File: config.mk
export PLATFORM = sky130hd
export DESIGN_NAME = fp_color_pack
export DESIGN_NICKNAME = d
export VERILOG_FILES = /design/src/rtl/fcp_pkg.sv /design/src/rtl/fcp_mode_decode.sv /design/src/rtl/fcp_chan_conv.sv /design/src/rtl/fcp_pack.sv /design/src/rtl/fp_color_pack.sv
export SDC_FILE = /design/constraint.sdc
export NUM_CORES = 2
export LEC_CHECK = 0
export BUFFER_PORTS_ARGS = -buffer_cell sky130_fd_sc_hd__clkbuf_2
export CAP_MARGIN = 10
export CORE_ASPECT_RATIO = 0.6
export CORE_MARGIN = 5
export CORE_UTILIZATION = 61
export CTS_CLUSTER_SIZE = 14
export DETAILED_ROUTE_END_ITERATION = 10
export MAX_ROUTING_LAYER = met4
export PLACE_DENSITY = 0.78
export SYNTH_ARGS = -nofsm -noshare
export SYNTH_HDL_FRONTEND = slang
export SYNTH_HIERARCHICAL = 1
export SYNTH_SLANG_ARGS = --single-unit
File: constraint.sdc
create_clock -name clk -period 10.4 [get_ports clk]
set_input_delay 1.04 -clock clk [delete_from_list [all_inputs] [get_ports clk]]
set_output_delay 1.04 -clock clk [all_outputs]
set_load 0.01 [all_outputs]
File: src/rtl/fcp_pkg.sv
package fcp_pkg;
  localparam int FP_W   = 32;
  localparam int EXP_W  = 8;
  localparam int FRAC_W = 23;
  localparam int BIAS   = 127;
  localparam int MAXF_W = 8;

  typedef enum logic [1:0] {
    EW_8  = 2'd0,
    EW_16 = 2'd1,
    EW_32 = 2'd2,
    EW_64 = 2'd3
  } ew_e;

  typedef enum logic [2:0] {
    MD_NONE   = 3'd0,
    MD_SCALAR = 3'd1,
    MD_RGB3   = 3'd2,
    MD_RGBA4  = 3'd3,
    MD_565    = 3'd4
  } mode_e;

  // Saturating float to unsigned normalized integer, round to nearest even.
  function automatic logic [MAXF_W-1:0] unorm_conv(input logic [FP_W-1:0] f,
                                                   input int bits);
    logic              sgn;
    logic [EXP_W-1:0]  ex;
    logic [FRAC_W-1:0] fr;
    logic [MAXF_W-1:0] maxv;
    logic [FRAC_W:0]   mant;
    logic [39:0]       prod;
    logic [39:0]       q;
    logic [39:0]       rem;
    logic [39:0]       half;
    logic              up;
    int                sh;
    sgn  = f[FP_W-1];
    ex   = f[FP_W-2:FRAC_W];
    fr   = f[FRAC_W-1:0];
    maxv = MAXF_W'((9'd1 << bits) - 9'd1);
    if (sgn || ex == '0 || (ex == '1 && fr != '0)) return '0;
    if (int'(ex) >= BIAS) return maxv;
    sh = BIAS + FRAC_W - int'(ex);
    if (sh > 33) return '0;
    mant = {1'b1, fr};
    prod = 40'(mant) * 40'(maxv);
    q    = prod >> sh;
    rem  = prod & ((40'd1 << sh) - 40'd1);
    half = 40'd1 << (sh - 1);
    up   = (rem > half) || (rem == half && q[0]);
    return q[MAXF_W-1:0] + {{(MAXF_W-1){1'b0}}, up};
  endfunction
endpackage

File: src/rtl/fcp_mode_decode.sv
module fcp_mode_decode
  import fcp_pkg::*;
(
  input  logic       vec_mode,
  input  logic [2:0] subvl,
  input  logic [1:0] src_ew,
  input  logic [1:0] dst_ew,
  output mode_e      mode,
  output logic       illegal
);
  logic src_ok;
  assign src_ok = (src_ew == EW_32);

  always_comb begin
    mode = MD_NONE;
    if (src_ok) begin
      if (!vec_mode) begin
        if (dst_ew == EW_8) mode = MD_SCALAR;
      end else if (subvl == 3'd4 && dst_ew == EW_32) begin
        mode = MD_RGBA4;
      end else if (subvl == 3'd3 && dst_ew == EW_32) begin
        mode = MD_RGB3;
      end else if (subvl == 3'd4 && dst_ew == EW_16) begin
        mode = MD_565;
      end
    end
    illegal = (mode == MD_NONE);
  end

  always_comb begin

    src_width_chk: assert (src_ok || illegal);

    scalar_only_chk: assert (!(vec_mode && mode == MD_SCALAR));
  end
endmodule

File: src/rtl/fcp_chan_conv.sv
module fcp_chan_conv
  import fcp_pkg::*;
#(
  parameter int OUT_W = 8
) (
  input  logic [FP_W-1:0]  f_in,
  output logic [OUT_W-1:0] res,
  output logic             zero_force,
  output logic             sat_hi
);
  localparam logic [OUT_W-1:0] FMAX = {OUT_W{1'b1}};
  logic [MAXF_W-1:0] wide;

  assign zero_force = f_in[FP_W-1] || (f_in[FP_W-2:FRAC_W] == '0) ||
                      (f_in[FP_W-2:FRAC_W] == '1 && f_in[FRAC_W-1:0] != '0);
  assign sat_hi     = !zero_force && (int'(f_in[FP_W-2:FRAC_W]) >= BIAS);
  assign wide       = unorm_conv(f_in, OUT_W);
  assign res        = wide[OUT_W-1:0];

  always_comb begin

    zero_force_chk: assert (!zero_force || res == '0);

    sat_hi_chk: assert (!sat_hi || res == FMAX);
  end
endmodule

File: src/rtl/fcp_pack.sv
module fcp_pack
  import fcp_pkg::*;
#(
  parameter int LANES = 4,
  parameter int U8_W  = 8,
  parameter int OUT_W = LANES * U8_W
) (
  input  mode_e                  mode,
  input  logic [LANES*U8_W-1:0]  u8_lanes,
  input  logic [4:0]             r5,
  input  logic [5:0]             g6,
  input  logic [4:0]             b5,
  output logic [OUT_W-1:0]       word
);
  logic [OUT_W-1:0] w_rgba;
  logic [OUT_W-1:0] w_rgb3;
  logic [OUT_W-1:0] w_scalar;
  logic [OUT_W-1:0] w_565;

  genvar i;
  generate
    for (i = 0; i < LANES; i++) begin : g_byte
      assign w_rgba[i*U8_W +: U8_W] = u8_lanes[i*U8_W +: U8_W];
      if (i < 3) begin : g_in3
        assign w_rgb3[i*U8_W +: U8_W] = u8_lanes[i*U8_W +: U8_W];
      end else begin : g_out3
        assign w_rgb3[i*U8_W +: U8_W] = '0;
      end
      if (i == 0) begin : g_s
        assign w_scalar[i*U8_W +: U8_W] = u8_lanes[i*U8_W +: U8_W];
      end else begin : g_ns
        assign w_scalar[i*U8_W +: U8_W] = '0;
      end
    end
  endgenerate

  assign w_565 = {{(OUT_W-16){1'b0}}, b5, g6, r5};

  always_comb begin
    case (mode)
      MD_SCALAR: word = w_scalar;
      MD_RGB3:   word = w_rgb3;
      MD_RGBA4:  word = w_rgba;
      MD_565:    word = w_565;
      default:   word = '0;
    endcase
  end
endmodule

File: src/rtl/fp_color_pack.sv
module fp_color_pack
  import fcp_pkg::*;
#(
  parameter int LANES = 4,
  parameter int U8_W  = 8
) (
  input  logic                   clk,
  input  logic                   rst_n,
  input  logic                   in_valid,
  input  logic                   in_vec_mode,
  input  logic [2:0]             in_subvl,
  input  logic [1:0]             in_src_ew,
  input  logic [1:0]             in_dst_ew,
  input  logic [LANES*FP_W-1:0]  in_elems,
  output logic                   out_valid,
  output logic                   out_illegal,
  output logic [LANES*U8_W-1:0]  out_word
);
  localparam int OUT_W = LANES * U8_W;

  mode_e              mode_d;
  mode_e              mode_q;
  logic               illegal_d;
  logic [OUT_W-1:0]   u8_lanes;
  logic [LANES-1:0]   lane_zero;
  logic [LANES-1:0]   lane_sat;
  logic [4:0]         r5;
  logic [5:0]         g6;
  logic [4:0]         b5;
  logic [2:0]         z565;
  logic [2:0]         s565;
  logic [OUT_W-1:0]   packed_d;

  fcp_mode_decode u_dec (
    .vec_mode (in_vec_mode),
    .subvl    (in_subvl),
    .src_ew   (in_src_ew),
    .dst_ew   (in_dst_ew),
    .mode     (mode_d),
    .illegal  (illegal_d)
  );

  genvar i;
  generate
    for (i = 0; i < LANES; i++) begin : g_u8
      fcp_chan_conv #(.OUT_W(U8_W)) u_conv (
        .f_in       (in_elems[i*FP_W +: FP_W]),
        .res        (u8_lanes[i*U8_W +: U8_W]),
        .zero_force (lane_zero[i]),
        .sat_hi     (lane_sat[i])
      );
    end
  endgenerate

  fcp_chan_conv #(.OUT_W(5)) u_conv_r5 (
    .f_in (in_elems[0 +: FP_W]), .res (r5),
    .zero_force (z565[0]), .sat_hi (s565[0])
  );
  fcp_chan_conv #(.OUT_W(6)) u_conv_g6 (
    .f_in (in_elems[FP_W +: FP_W]), .res (g6),
    .zero_force (z565[1]), .sat_hi (s565[1])
  );
  fcp_chan_conv #(.OUT_W(5)) u_conv_b5 (
    .f_in (in_elems[2*FP_W +: FP_W]), .res (b5),
    .zero_force (z565[2]), .sat_hi (s565[2])
  );

  fcp_pack #(.LANES(LANES), .U8_W(U8_W)) u_pack (
    .mode     (mode_d),
    .u8_lanes (u8_lanes),
    .r5       (r5),
    .g6       (g6),
    .b5       (b5),
    .word     (packed_d)
  );

  always_ff @(posedge clk) begin
    if (!rst_n) begin
      out_valid   <= 1'b0;
      out_illegal <= 1'b0;
      out_word    <= '0;
      mode_q      <= MD_NONE;
    end else begin
      out_valid <= in_valid;
      if (in_valid) begin
        out_illegal <= illegal_d;
        out_word    <= illegal_d ? '0 : packed_d;
        mode_q      <= mode_d;
      end
    end
  end


  valid_follow_chk: assert property (@(posedge clk) disable iff (!rst_n)
    $past(rst_n) |-> out_valid == $past(in_valid));

  hold_chk: assert property (@(posedge clk) disable iff (!rst_n)
    ($past(rst_n) && !$past(in_valid)) |-> ($stable(out_word) && $stable(out_illegal)));

  illegal_zero_chk: assert property (@(posedge clk) disable iff (!rst_n)
    out_illegal |-> out_word == '0);

  rgb3_top_chk: assert property (@(posedge clk) disable iff (!rst_n)
    (mode_q == MD_RGB3 && !out_illegal) |-> out_word[OUT_W-1 -: U8_W] == '0);

  pix565_top_chk: assert property (@(posedge clk) disable iff (!rst_n)
    (mode_q == MD_565 && !out_illegal) |-> out_word[OUT_W-1:16] == '0);

  scalar_top_chk: assert property (@(posedge clk) disable iff (!rst_n)
    (mode_q == MD_SCALAR && !out_illegal) |-> out_word[OUT_W-1:U8_W] == '0);
endmodule

Yosys cells after proc, flatten, opt, wreduce, memory -nomap -nowiden
Index checks and enable logic that the tools add are counted.
{ "classes": {"reduce_logical": 39, "bitwise_logic": 7, "n_eq_ne": 20, "shift": 15, "addsub": 19, "order_cmp": 15, "muxes": 71, "multipliers": 7} }
{ "ops": {"columns": ["op", "n"], "rows": [
  ["left shift 1 x 32 -> 40 bit (first input constant)", 8],
  ["== test 40 bit", 7],
  ["> comparator 40 bit", 7],
  ["2-to-1 mux 8 bit", 24],
  ["AND 32 x 40 -> 40 bit", 4],
  ["subtractor 40 x 1 -> 40 bit (second input constant)", 4],
  ["> comparator 32 x 7 -> 1 bit (second input constant)", 4],
  ["multiplier 24 x 8 -> 32 bit (second input constant)", 4],
  ["case mux 32 bit (4 select lines)", 1],
  ["right shift 32 x 32 -> 8 bit", 4],
  ["subtractor 32 x 2 -> 32 bit (second input constant)", 4],
  ["nonzero test 23 bit", 4],
  ["AND 29 x 40 -> 40 bit", 2],
  ["right shift 29 x 32 -> 5 bit", 2],
  ["multiplier 24 x 5 -> 29 bit (second input constant)", 2],
  ["2-to-1 mux 5 bit", 10],
  ["AND 30 x 40 -> 40 bit", 1],
  ["subtractor 8 x 8 -> 9 bit (first input constant)", 4],
  ["adder 8 x 1 -> 8 bit", 4],
  ["== test 8 bit (second input constant)", 4],
  [">= comparator 8 x 7 -> 1 bit (second input constant)", 4],
  ["logical NOT 8 bit", 4],
  ["2-to-1 mux 32 bit", 1],
  ["right shift 30 x 32 -> 6 bit", 1],
  ["15 further kinds", 79]
]} }
{ "word_totals": {"word_cells": 196, "output_inout_bits": 34, "in_bits": 139, "ff_bits": 34} }

Depth between registers and ports, before layout
{ "depth": {"depth_word": 13, "ltp_mapped": 40, "ltp_nobuf": 38} }

Cells and area by module
The synthesis kept the hierarchy.
{ "modules_own_cells": {"columns": ["module", "area_each_um2", "cells_per_inst", "n_inst"], "rows": [
  ["fcp_chan_conv at g_u8[0].u_conv ...", 8798.4, 1180, 2],
  ["fcp_chan_conv at g_u8[2].u_conv", 9138.8, 1199, 1],
  ["fcp_chan_conv at g_u8[3].u_conv", 9086.2, 1203, 1],
  ["fcp_chan_conv at u_conv_g6", 7582.3, 1024, 1],
  ["fcp_chan_conv at u_conv_b5", 6981.7, 931, 1],
  ["fcp_chan_conv at u_conv_r5", 6566.3, 871, 1],
  ["fp_color_pack", 1433.9, 147, 1],
  ["fcp_pack", 400.4, 56, 1],
  ["fcp_mode_decode", 103.8, 13, 1]
]} }

Least setup slack after synthesis
OpenSTA, ideal clock, no wires.
{ "synth_path": {"kind": "input port to flip-flop", "startpoint": "input port in_elems[33]", "endpoint": "register out_word[14]", "path_buffers": 1, "setup_slack_ps": 2487, "required_time_ps": 10285, "cell_stages": 32, "t_arrival_ps": 7798, "setup_time_ps": 115, "path_cell_list": "fa_1 inv_1 fa_1 fa_1 fa_1 inv_1 ha_1 buf_6 and3_1 a221o_1 a221o_2 or4_1 nand3_1 nor3_1 ha_1 nand4_1 nor4_1 nand2_1 o211ai_1 nor2_1 nand3_1 a21oi_1 nor3_1 ha_1 ha_1 o21ai_0 nor4_2 xor2_1 o21ai_1 a22o_1 nand2_1 o21ai_2"} }
{ "synth_between": {"elab_chain_cells": 11} }
{ "synth_rtl": {"columns": ["item", "line_no", "text"], "rows": [
  ["start, declared", "fp_color_pack.sv:14", "input logic [LANES*FP_W-1:0] in_elems,"],
  ["parallel branches: the longest is 8 deep, another holds > comparator 40 bit", null, null],
  ["2-to-1 mux 8 bit *", "fcp_pkg.sv:42", "if (int'(ex) >= BIAS) return maxv;"],
  ["net u8_lanes[14]", "fp_color_pack.sv:24", "logic [OUT_W-1:0] u8_lanes;"],
  ["case mux 32 bit (4 select lines) *", "fcp_pack.sv:40", "case (mode)"],
  ["net packed_d[14]", "fp_color_pack.sv:32", "logic [OUT_W-1:0] packed_d;"],
  ["2-to-1 mux 32 bit *", "fp_color_pack.sv:87", "out_word <= illegal_d ? '0 : packed_d;"],
  ["end signal, assigned", "fp_color_pack.sv:87", null],
  ["end, declared", "fp_color_pack.sv:17", "output logic [LANES*U8_W-1:0] out_word"]
]} }
Mark *: on every way through the listed nets, which the timed path passes.
A chain may end at the register's enable or synchronous reset.

Worst setup path after layout
{ "layout_path": {"startpoint": "input port in_elems[104]", "endpoint": "register out_word[31]"} }
Same word-level chain as after synthesis.

==> out/qor.yml <==
run_status:
  status: "finished clean"
critical_path:
  crit_fanout: 11
  ff2ff_path_depth: 2
  end_kind: "flip-flop"
  crit_arrival_ns: 9.48
  crit_slowest_cell: "a211oi_1"
  worstSetupPathType: "input port to flip-flop"
  start_kind: "input port"
  r2r-start: "out_word[21]"
  crit_required_ns: 10.62
  timing.critical_path.from: "in_elems[104]"
  critPathMaxStageDelay_ns: 0.73
  reg2reg_to: "out_word[21]"
  r2r_setup_slack_ns: 9.70
floorplanning:
  dieArea_mm2: 0.1030
  die_x_um: 411.1
  initial_core_util: 0.6139
  chipHeight_um: 250.6
  ios: 173
  fp-row-count: 88
  core_mm2: 0.09590
sta:
  relSlewSlack: 0.1851
  setup_ws_ns: 1.135
  fin_setup_tns_ns: 0
  drv_slew: 0
  fin_skew_ns: 0
  worstMarginPinSlew_ns: 1.213
  final.min_clock_period_ns: 9.265
  max_freq_ghz: 0.1079
  hold_violations: 0
  min_period_over_period: 0.8909
  setup_viol: 0
  rsz0062_at_grt: "no"
clock_network:
  cts_setup_buffers: 0
  clockBufferDepth: 2
  clock_latency_ns: 0.29
  clkTransAtPathRegs_ns: 0.07
  htree_levels: 2
  ctsResizeCount: 0
  cts_root_buf: "clkbuf_16"
  cts-buffers-inserted: 5
  cts_tree: "yes"
  cts.sinks: 34
  hold_buffers: 0
placement:
  finalWeightedCongestion: 1.092
  pre_cts_ws_ns: 1.234
  dpl.hpwl_mm: 176.7
  io_buffers: 172
finish:
  nFillCells: 8464
  syn_to_final_growth_pct: 3.394
  multiInputGateArea_mm2: 0.05331
  final_core_util: 0.6347
  fin_nets: 9129
  regArea_um2: 680.7
  drive_gt1_frac: 0.08342
drt:
  post-route-drc-count: 0
  vias_per_cell: 6.849
  wl_per_cell_um: 23.70
  ant_nets: 0
  via_count: 61880
  dr.pass1.iters: 10
  first_iter_violations: 9666
  totalWireLength_mm: 214.2
global_routing:
  grt_pass1_vias: 57390
  grt_antenna_before_repair: 11
  grt_usage: 0.4105
  grt_start_max_net_pins: 67
  grt_overflow_total: 0
  grt_pass1_wl_mm: 332.3
worst_hold_path:
  hp-class: "flip-flop to flip-flop"
  min_to: "out_word[16]"
  min-delay-start: "out_word[16]"
  hold_path_depth: 2
synthesis:
  syn-mean-instance-area_um2: 7.548
  syn_nets: 9210
  yosysWarningCount: 6
  synthCells: 7800
  syn-cell-area_mm2: 0.05888
job:
  max-cap-violations: 0
-- worst max-delay path by stage --
stage	endpoint	slack [ns]	depth (start not counted)
floorplan	out_word[14]	2.49	32
global placement	out_word[14]	1.39	32
detailed placement	out_word[14]	1.23	32
CTS	out_word[31]	1.53	30
global route	out_word[6]	0.87	33
finish	out_word[31]	1.13	30
-- cells in the final DEF (no fill, tap or decap), types with 75 or more instances in the layout --
master	count
fa_1	618
mux2i_1	77
nor3_1	226
clkbuf_2	171
inv_1	865
buf_4	126
nand3_1	218
and2_1	97
a21oi_1	504
o21ai_0	367
nand4_1	167
nand2_1	870
a211oi_1	85
ha_1	652
a21o_1	134
nor2_1	610
o211ai_1	75
xor2_1	104
xnor2_1	154
-- per-stage QoR --
step	hold slack (ns)	area (um^2)	std cells
floorplan	0.5054	58880	7800
global placement	0.4729	60690	9016
detailed placement	0.4777	60690	9016
CTS	0.4890	60840	9024
global route	0.5060	60870	9034
finish	0.4887	60870	9036
-- metal layers --
layer,track usage,wire (um),up-vias,share of wire
met2,0.5257,81350,4337,0.38
met1,0.6019,93640,29450,0.44
li1,-,-,27670,-
met3,0.1690,34710,425,0.16
met4,0.07034,4494,0,0.021
met5,-,0,-,0
-- layout make-up --
class | instances | area share
multi-input combinational | 6510 | 0.8757
inverter | 870 | 0.05365
timing repair buffer | 298 | 0.02968
tap | 1305 | 0.02682
sequential | 34 | 0.01118
clock buffer | 6 | 0.002282
antenna | 11 | 0.0004522
clock inverter | 2 | 0.0002055
-- flip-flops by register name (all words and copies together), names as in the netlist --
register / cells
out_valid: 1
out_word: 32
out_illegal: 1
-- worst max-delay path: cells and delay by family --
family                     cells  cell delay [ns]
and+or+nand+nor                7             1.57
AOI/OAI and AO/OA             12             3.17
adders and majority gates      7             3.06
buffers and inverters          3             0.27
xor gates and xnor gates       1             0.33
Power is left out: the tool's default activity adds up to more than one toggle a clock period on the data nets, which glitch-free logic cannot reach.
